File: src/rtl/i2c_mem_slv_pkg.sv
package i2c_mem_slv_pkg;
  // which byte of the transfer is being handled
  typedef enum logic [2:0] {
    ST_IDLE, ST_CTRL, ST_AHI, ST_ALO, ST_WDAT, ST_RDAT
  } stage_t;
  // where inside a nine-clock byte slot the engine is
  typedef enum logic [1:0] {
    PH_RX, PH_ACK, PH_TX, PH_MACK
  } phase_t;
endpackage

File: src/rtl/i2c_line_sync.sv
module i2c_line_sync #(
  parameter int STAGES = 2
) (
  input  logic clk,
  input  logic rst,
  input  logic scl_i,
  input  logic sda_i,
  output logic sda_s,
  output logic scl_rise,
  output logic scl_fall,
  output logic start_det,
  output logic stop_det
);
  logic [STAGES-1:0] scl_p, sda_p;
  logic scl_d, sda_d, scl_s;

  // lines reset to the idle (high) level so no false condition is seen
  always_ff @(posedge clk) begin
    if (rst) begin
      scl_p <= '1;
      sda_p <= '1;
      scl_d <= 1'b1;
      sda_d <= 1'b1;
    end else begin
      scl_p <= {scl_p[STAGES-2:0], scl_i};
      sda_p <= {sda_p[STAGES-2:0], sda_i};
      scl_d <= scl_p[STAGES-1];
      sda_d <= sda_p[STAGES-1];
    end
  end

  assign scl_s     = scl_p[STAGES-1];
  assign sda_s     = sda_p[STAGES-1];
  assign scl_rise  = scl_s & ~scl_d;
  assign scl_fall  = ~scl_s & scl_d;
  assign start_det = scl_s & scl_d & sda_d & ~sda_s;
  assign stop_det  = scl_s & scl_d & ~sda_d & sda_s;
endmodule

File: src/rtl/i2c_word_ptr.sv
module i2c_word_ptr #(
  parameter int ADDR_W = 15
) (
  input  logic              clk,
  input  logic              rst,
  input  logic              load,
  input  logic [ADDR_W-1:0] load_val,
  input  logic              inc,
  output logic [ADDR_W-1:0] ptr
);
  // plain binary increment: wraps across the whole array
  always_ff @(posedge clk) begin
    if (rst)       ptr <= '0;
    else if (load) ptr <= load_val;
    else if (inc)  ptr <= ptr + ADDR_W'(1);
  end
endmodule

File: src/rtl/i2c_mem_slave.sv
module i2c_mem_slave
  import i2c_mem_slv_pkg::*;
#(
  parameter int         ADDR_W      = 15,
  parameter logic [3:0] DEV_CODE    = 4'b1010,
  parameter int         SYNC_STAGES = 2
) (
  input  logic              clk,
  input  logic              rst,
  input  logic              scl_i,
  input  logic              sda_i,
  input  logic [2:0]        cs_pins,
  output logic              sda_oe,
  output logic              wr_byte,
  output logic [ADDR_W-1:0] wr_addr,
  output logic [7:0]        wr_data,
  output logic              wr_stop,
  output logic              wr_discard,
  input  logic              wr_busy,
  output logic [ADDR_W-1:0] rd_addr,
  input  logic [7:0]        rd_data
);
  localparam int HI_W = ADDR_W - 8;

  logic sda_s, scl_rise, scl_fall, start_det, stop_det;
  stage_t stage;
  phase_t phase;
  logic [3:0]      cnt;
  logic [7:0]      rx_sh, tx_sh;
  logic            rw_q, pend_q, m_ack;
  logic [HI_W-1:0] hi_q;
  logic            busy_evt, byte_end, ctrl_ok, ptr_load, ptr_inc;
  logic [ADDR_W-1:0] ptr_val;

  i2c_line_sync #(.STAGES(SYNC_STAGES)) u_sync (
    .clk(clk), .rst(rst), .scl_i(scl_i), .sda_i(sda_i), .sda_s(sda_s),
    .scl_rise(scl_rise), .scl_fall(scl_fall),
    .start_det(start_det), .stop_det(stop_det)
  );

  // a regular bus event may act only when no start/stop takes priority
  assign busy_evt = ~start_det & ~stop_det & (stage != ST_IDLE);
  assign byte_end = busy_evt & (phase == PH_RX) & scl_fall & (cnt == 4'd8);
  assign ctrl_ok  = (rx_sh[7:4] == DEV_CODE) & (rx_sh[3:1] == cs_pins) & ~wr_busy;
  assign ptr_load = byte_end & (stage == ST_ALO);
  assign ptr_val  = {hi_q, rx_sh};
  assign ptr_inc  = (byte_end & (stage == ST_WDAT)) |
                    (busy_evt & (phase == PH_TX) & scl_fall & (cnt == 4'd8));

  i2c_word_ptr #(.ADDR_W(ADDR_W)) u_ptr (
    .clk(clk), .rst(rst), .load(ptr_load), .load_val(ptr_val),
    .inc(ptr_inc), .ptr(rd_addr)
  );

  always_ff @(posedge clk) begin
    if (rst) begin
      stage      <= ST_IDLE;
      phase      <= PH_RX;
      cnt        <= '0;
      rx_sh      <= '0;
      tx_sh      <= '0;
      rw_q       <= 1'b0;
      pend_q     <= 1'b0;
      m_ack      <= 1'b0;
      hi_q       <= '0;
      sda_oe     <= 1'b0;
      wr_byte    <= 1'b0;
      wr_addr    <= '0;
      wr_data    <= '0;
      wr_stop    <= 1'b0;
      wr_discard <= 1'b0;
    end else begin
      wr_byte    <= 1'b0;
      wr_stop    <= 1'b0;
      wr_discard <= 1'b0;
      if (start_det) begin
        stage  <= ST_CTRL;
        phase  <= PH_RX;
        cnt    <= '0;
        sda_oe <= 1'b0;
        if (pend_q) wr_discard <= 1'b1;
        pend_q <= 1'b0;
      end else if (stop_det) begin
        stage  <= ST_IDLE;
        sda_oe <= 1'b0;
        if (pend_q) wr_stop <= 1'b1;
        pend_q <= 1'b0;
      end else if (stage != ST_IDLE) begin
        case (phase)
          PH_RX: begin
            if (scl_rise && cnt != 4'd8) begin
              rx_sh <= {rx_sh[6:0], sda_s};
              cnt   <= cnt + 4'd1;
            end else if (byte_end) begin
              cnt <= '0;
              if (stage == ST_CTRL) begin
                if (ctrl_ok) begin
                  sda_oe <= 1'b1;
                  phase  <= PH_ACK;
                  rw_q   <= rx_sh[0];
                end else begin
                  stage <= ST_IDLE;
                end
              end else begin
                sda_oe <= 1'b1;
                phase  <= PH_ACK;
                if (stage == ST_AHI) hi_q <= rx_sh[HI_W-1:0];
                if (stage == ST_WDAT) begin
                  wr_byte <= 1'b1;
                  wr_addr <= rd_addr;
                  wr_data <= rx_sh;
                  pend_q  <= 1'b1;
                end
              end
            end
          end
          PH_ACK: begin
            if (scl_fall) begin
              if (stage == ST_CTRL && rw_q) begin
                stage  <= ST_RDAT;
                phase  <= PH_TX;
                sda_oe <= ~rd_data[7];
                tx_sh  <= {rd_data[6:0], 1'b0};
                cnt    <= 4'd1;
              end else begin
                sda_oe <= 1'b0;
                phase  <= PH_RX;
                cnt    <= '0;
                case (stage)
                  ST_CTRL: stage <= ST_AHI;
                  ST_AHI:  stage <= ST_ALO;
                  default: stage <= ST_WDAT;
                endcase
              end
            end
          end
          PH_TX: begin
            if (scl_fall) begin
              if (cnt == 4'd8) begin
                sda_oe <= 1'b0;
                phase  <= PH_MACK;
              end else begin
                sda_oe <= ~tx_sh[7];
                tx_sh  <= {tx_sh[6:0], 1'b0};
                cnt    <= cnt + 4'd1;
              end
            end
          end
          PH_MACK: begin
            if (scl_rise) begin
              m_ack <= ~sda_s;
            end else if (scl_fall) begin
              if (m_ack) begin
                phase  <= PH_TX;
                sda_oe <= ~rd_data[7];
                tx_sh  <= {rd_data[6:0], 1'b0};
                cnt    <= 4'd1;
              end else begin
                stage <= ST_IDLE;
              end
            end
          end
          default: phase <= PH_RX;
        endcase
      end
    end
  end
endmodule

File: config.mk
export PLATFORM = sky130hd
export DESIGN_NAME = i2c_mem_slave
export DESIGN_NICKNAME = d
export VERILOG_FILES = /design/src/rtl/i2c_mem_slv_pkg.sv /design/src/rtl/i2c_line_sync.sv /design/src/rtl/i2c_word_ptr.sv /design/src/rtl/i2c_mem_slave.sv
export SDC_FILE = /design/constraint.sdc
export NUM_CORES = 1
export LEC_CHECK = 0
export BUFFER_PORTS_ARGS = -buffer_cell sky130_fd_sc_hd__buf_4
export CAP_MARGIN = 15
export CORE_ASPECT_RATIO = 1.5
export CORE_MARGIN = 1.5
export CORE_UTILIZATION = 50
export CTS_CLUSTER_SIZE = 8
export DETAILED_ROUTE_END_ITERATION = 8
export PLACE_DENSITY_LB_ADDON = 0.12
export SLEW_MARGIN = 15
export SYNTH_ARGS = -nofsm -noshare
export SYNTH_HDL_FRONTEND = slang
export SYNTH_SLANG_ARGS = --single-unit
File: constraint.sdc
create_clock -name clk -period 2.45 [get_ports clk]
set_clock_uncertainty 0.05 [all_clocks]
set_input_delay 0.245 -clock clk [delete_from_list [all_inputs] [get_ports clk]]
set_output_delay 0.245 -clock clk [all_outputs]
set_load 0.1 [all_outputs]
==> summary.txt <==
VDD IR max: 0.000459 V
Clock Power Share: 0.516
Area of the core: 0.00756 mm^2
Boundary Pins: 58
First-pass GRT wire length: 14600 um
Most frequent cells in the layout: dfxtp_1, nor2_1, buf_4, mux2i_1, a21oi_1
Vias in the first global route: 3090
DR DRC count: 0
Syn Inst Count: 412
Number of synthesized register bits: 82
DR WL/cell: 15.7 um
Final hold violations: 0
Synth top area share: 0.424
Top post-synthesis cells by area: dfxtp_1, mux2i_1, nor2_1, ha_1, a211oi_1
Max Cap Viol: 0
Distinct cell type count after synthesis: 59
Total clock sinks: 82
Antenna-violating nets left: 0
Initial core utilization: 0.512
Most common cell after layout, fill and taps aside: dfxtp_1
WS Path Type: reg -> reg
Worst Tran Pin Value: 0.649 ns
Share of cells above drive strength 1: 0.237
Final Cycle Share: 0.924
Initial antenna violation count: 0
IO buf count: 57
Worst r2r src: phase[0]
GRT overflow: 0
Switching pwr: 0.567 mW
Register area share after synthesis: 0.424
Post-synth EDFFs: 0
CP required: 2.67 ns
# hold bufs at CTS: 0
Antenna cells: 0
Routed WL: 9060 um
Syn. warnings: 0
FF-to-FF path depth: 7
DR pass1 iterations: 4
Final min period: 2.26 ns
CTS root buffer: clkbuf_16
Net Count, Synth: 436
Hold path startpoint: scl_i
Run status: finished clean
FP Rows: 39
Die Wd: 74.9 um
Endpoints failing setup: 0
DIE HEIGHT: 111 um
DIE AREA: 0.00830 mm^2
Yosys top cell by area: dfxtp_1
Clock Latency Late Sink: 0.34 ns
Worst-path clk slew: 0.06 ns
Setup TNS: 0 ns
Num CTS Buffers: 9
Worst EP arrival: 2.48 ns
Clock Path Buffers: 2
Worst Setup Start Kind: flop
Fmax: 442 MHz
Final nets: 495
Total power: 2.93 mW
Reg-to-reg setup timing slack: 0.19 ns
Logic pwr share: 0.026
Initial drt markers: 149
Leak: 2.12 nW
Crit end category: flop
Largest net degree at the start of global routing: 53
CTS tree: done
Sequential Power Share: 0.458
Worst R2R End: cnt[2]
Gr usage total: 0.231
Post-Syn Area: 0.00387 mm^2
Unrepaired setup endpoints after global routing: no
Syn-to-layout area delta: 23.0%
Vias: 3164
DPL Wire Length: 6450 um
Syn Area/Cell: 9.41 um^2
Post-synth ARST share: 0
P_int: 2.37 mW
PD cells: 615 mW/mm^2
Worst hold slack: 0.0347 ns
Fin. max-slew vios: 0
Worst hold endpoint: u_sync.scl_p[0]
Gpl congestion: 0.905
Vias per std cell: 5.47
CP max FO: 9
Worst Hold Depth: 2
H-tree lvl count: 3
Switching part of the total: 0.193
Ys flop type: dfxtp_1
Hold crit path type: in -> reg
Slew headroom: 0.566
==> metrics by stage <==
stage	std cells	area (um^2)	util	worst slack, ns
6_report	578	4760	0.630	0.187
2_1_floorplan	412	3870	-	0.119
5_1_grt	578	4760	0.630	0.0397
3_5_place_dp	560	4410	0.583	0.188
4_1_cts	576	4740	0.627	0.149
3_3_place_gp	560	4410	0.583	0.259
==> cells in the mapped netlist (all sizes together) (5+ instances only) <==
| library cell | n |
|---|---|
| xor2 | 7 |
| nor2 | 78 |
| a21oi | 12 |
| ha | 8 |
| o21ai | 10 |
| or3 | 6 |
| nor3 | 9 |
| or2 | 8 |
| inv | 11 |
| xnor2 | 6 |
| nand2 | 11 |
| mux2i | 46 |
| nor4 | 5 |
| nand3 | 9 |
| clkbuf | 11 |
| nand4 | 5 |
| nor2b | 6 |
| mux2 | 7 |
| a211oi | 11 |
| buf | 8 |
| a311oi | 7 |
| dfxtp | 82 |
==> metal layers <==
metal / part of all wire / track usage / up-vias
met2: 0.54 / 0.404 / 47
li1: - / - / 1587
met5: 0 / 0 / -
met3: 0.023 / 0.0391 / 21
met4: 0.033 / 0.116 / 0
met1: 0.41 / 0.257 / 1509
==> critical path, stage by stage (launching register included) <==
cell      delay [ns]
dfxtp_1         0.35
inv_1           0.10
ha_1            0.35
nor3_2          0.27
o2111a_2        0.29
o31ai_4         0.13
or4b_1          0.47
a21oi_1         0.17
==> state kept, by name, summed over array words and instances (netlist names), 2 cells and up <==
signal,flops
u_sync.sda_p,2
u_sync.scl_p,2
cnt,4
wr_addr,15
phase,2
wr_data,8
stage,3
tx_sh,7
u_ptr.ptr,15
rx_sh,8
hi_q,7
==> worst max-delay path by stage <==
stage                            start             to  depth (start not counted)
final                         phase[0]         cnt[2]                          7
after global routing          phase[0]       tx_sh[5]                          7
after CTS                     phase[0]         cnt[2]                          7
after detailed placement      phase[0]         cnt[2]                          7
after global placement        phase[0]       tx_sh[1]                          7
after floorplan           u_ptr.ptr[6]  u_ptr.ptr[14]                          5
==> cell families (layout without fill, tap and decap cells) <==
kind of cell	count (synthesis)	in the layout	share of synthesized area
buffers and inverters	30	94	0.0316
AO/OA/AOI/OAI	64	64	0.129
XOR/XNOR	13	13	0.0294
multiplexers	53	53	0.139
adder cells (fa/ha/maj)	8	8	0.0258
flip-flops	82	82	0.424
AND/OR/NAND/NOR	162	162	0.222
==> timing repair <==
action	CTS	global route
endpoints found under the setup margin	0	7
setup buffers	0	2
resized for setup	0	1
==> power groups by stage <==
stage          sequential, mW  combinational [mW]  clock, mW
6_report                 1.34              0.0777       1.51
5_1_grt                  1.34              0.0841       1.60
2_1_floorplan            1.37              0.0464          0
3_3_place_gp             1.37              0.0771          0
3_5_place_dp             1.37              0.0779          0
4_1_cts                  1.34              0.0780       1.54
==> layout make-up <==
class	count	area, um^2
sequential	82	1640
tap	102	128
clock buffer	11	233
timing repair buffer	67	503
multi-input combinational	300	2120
clock inverter	5	103
inverter	11	41.3
fill	673	2800
Power figures use the tool's default switching activity.
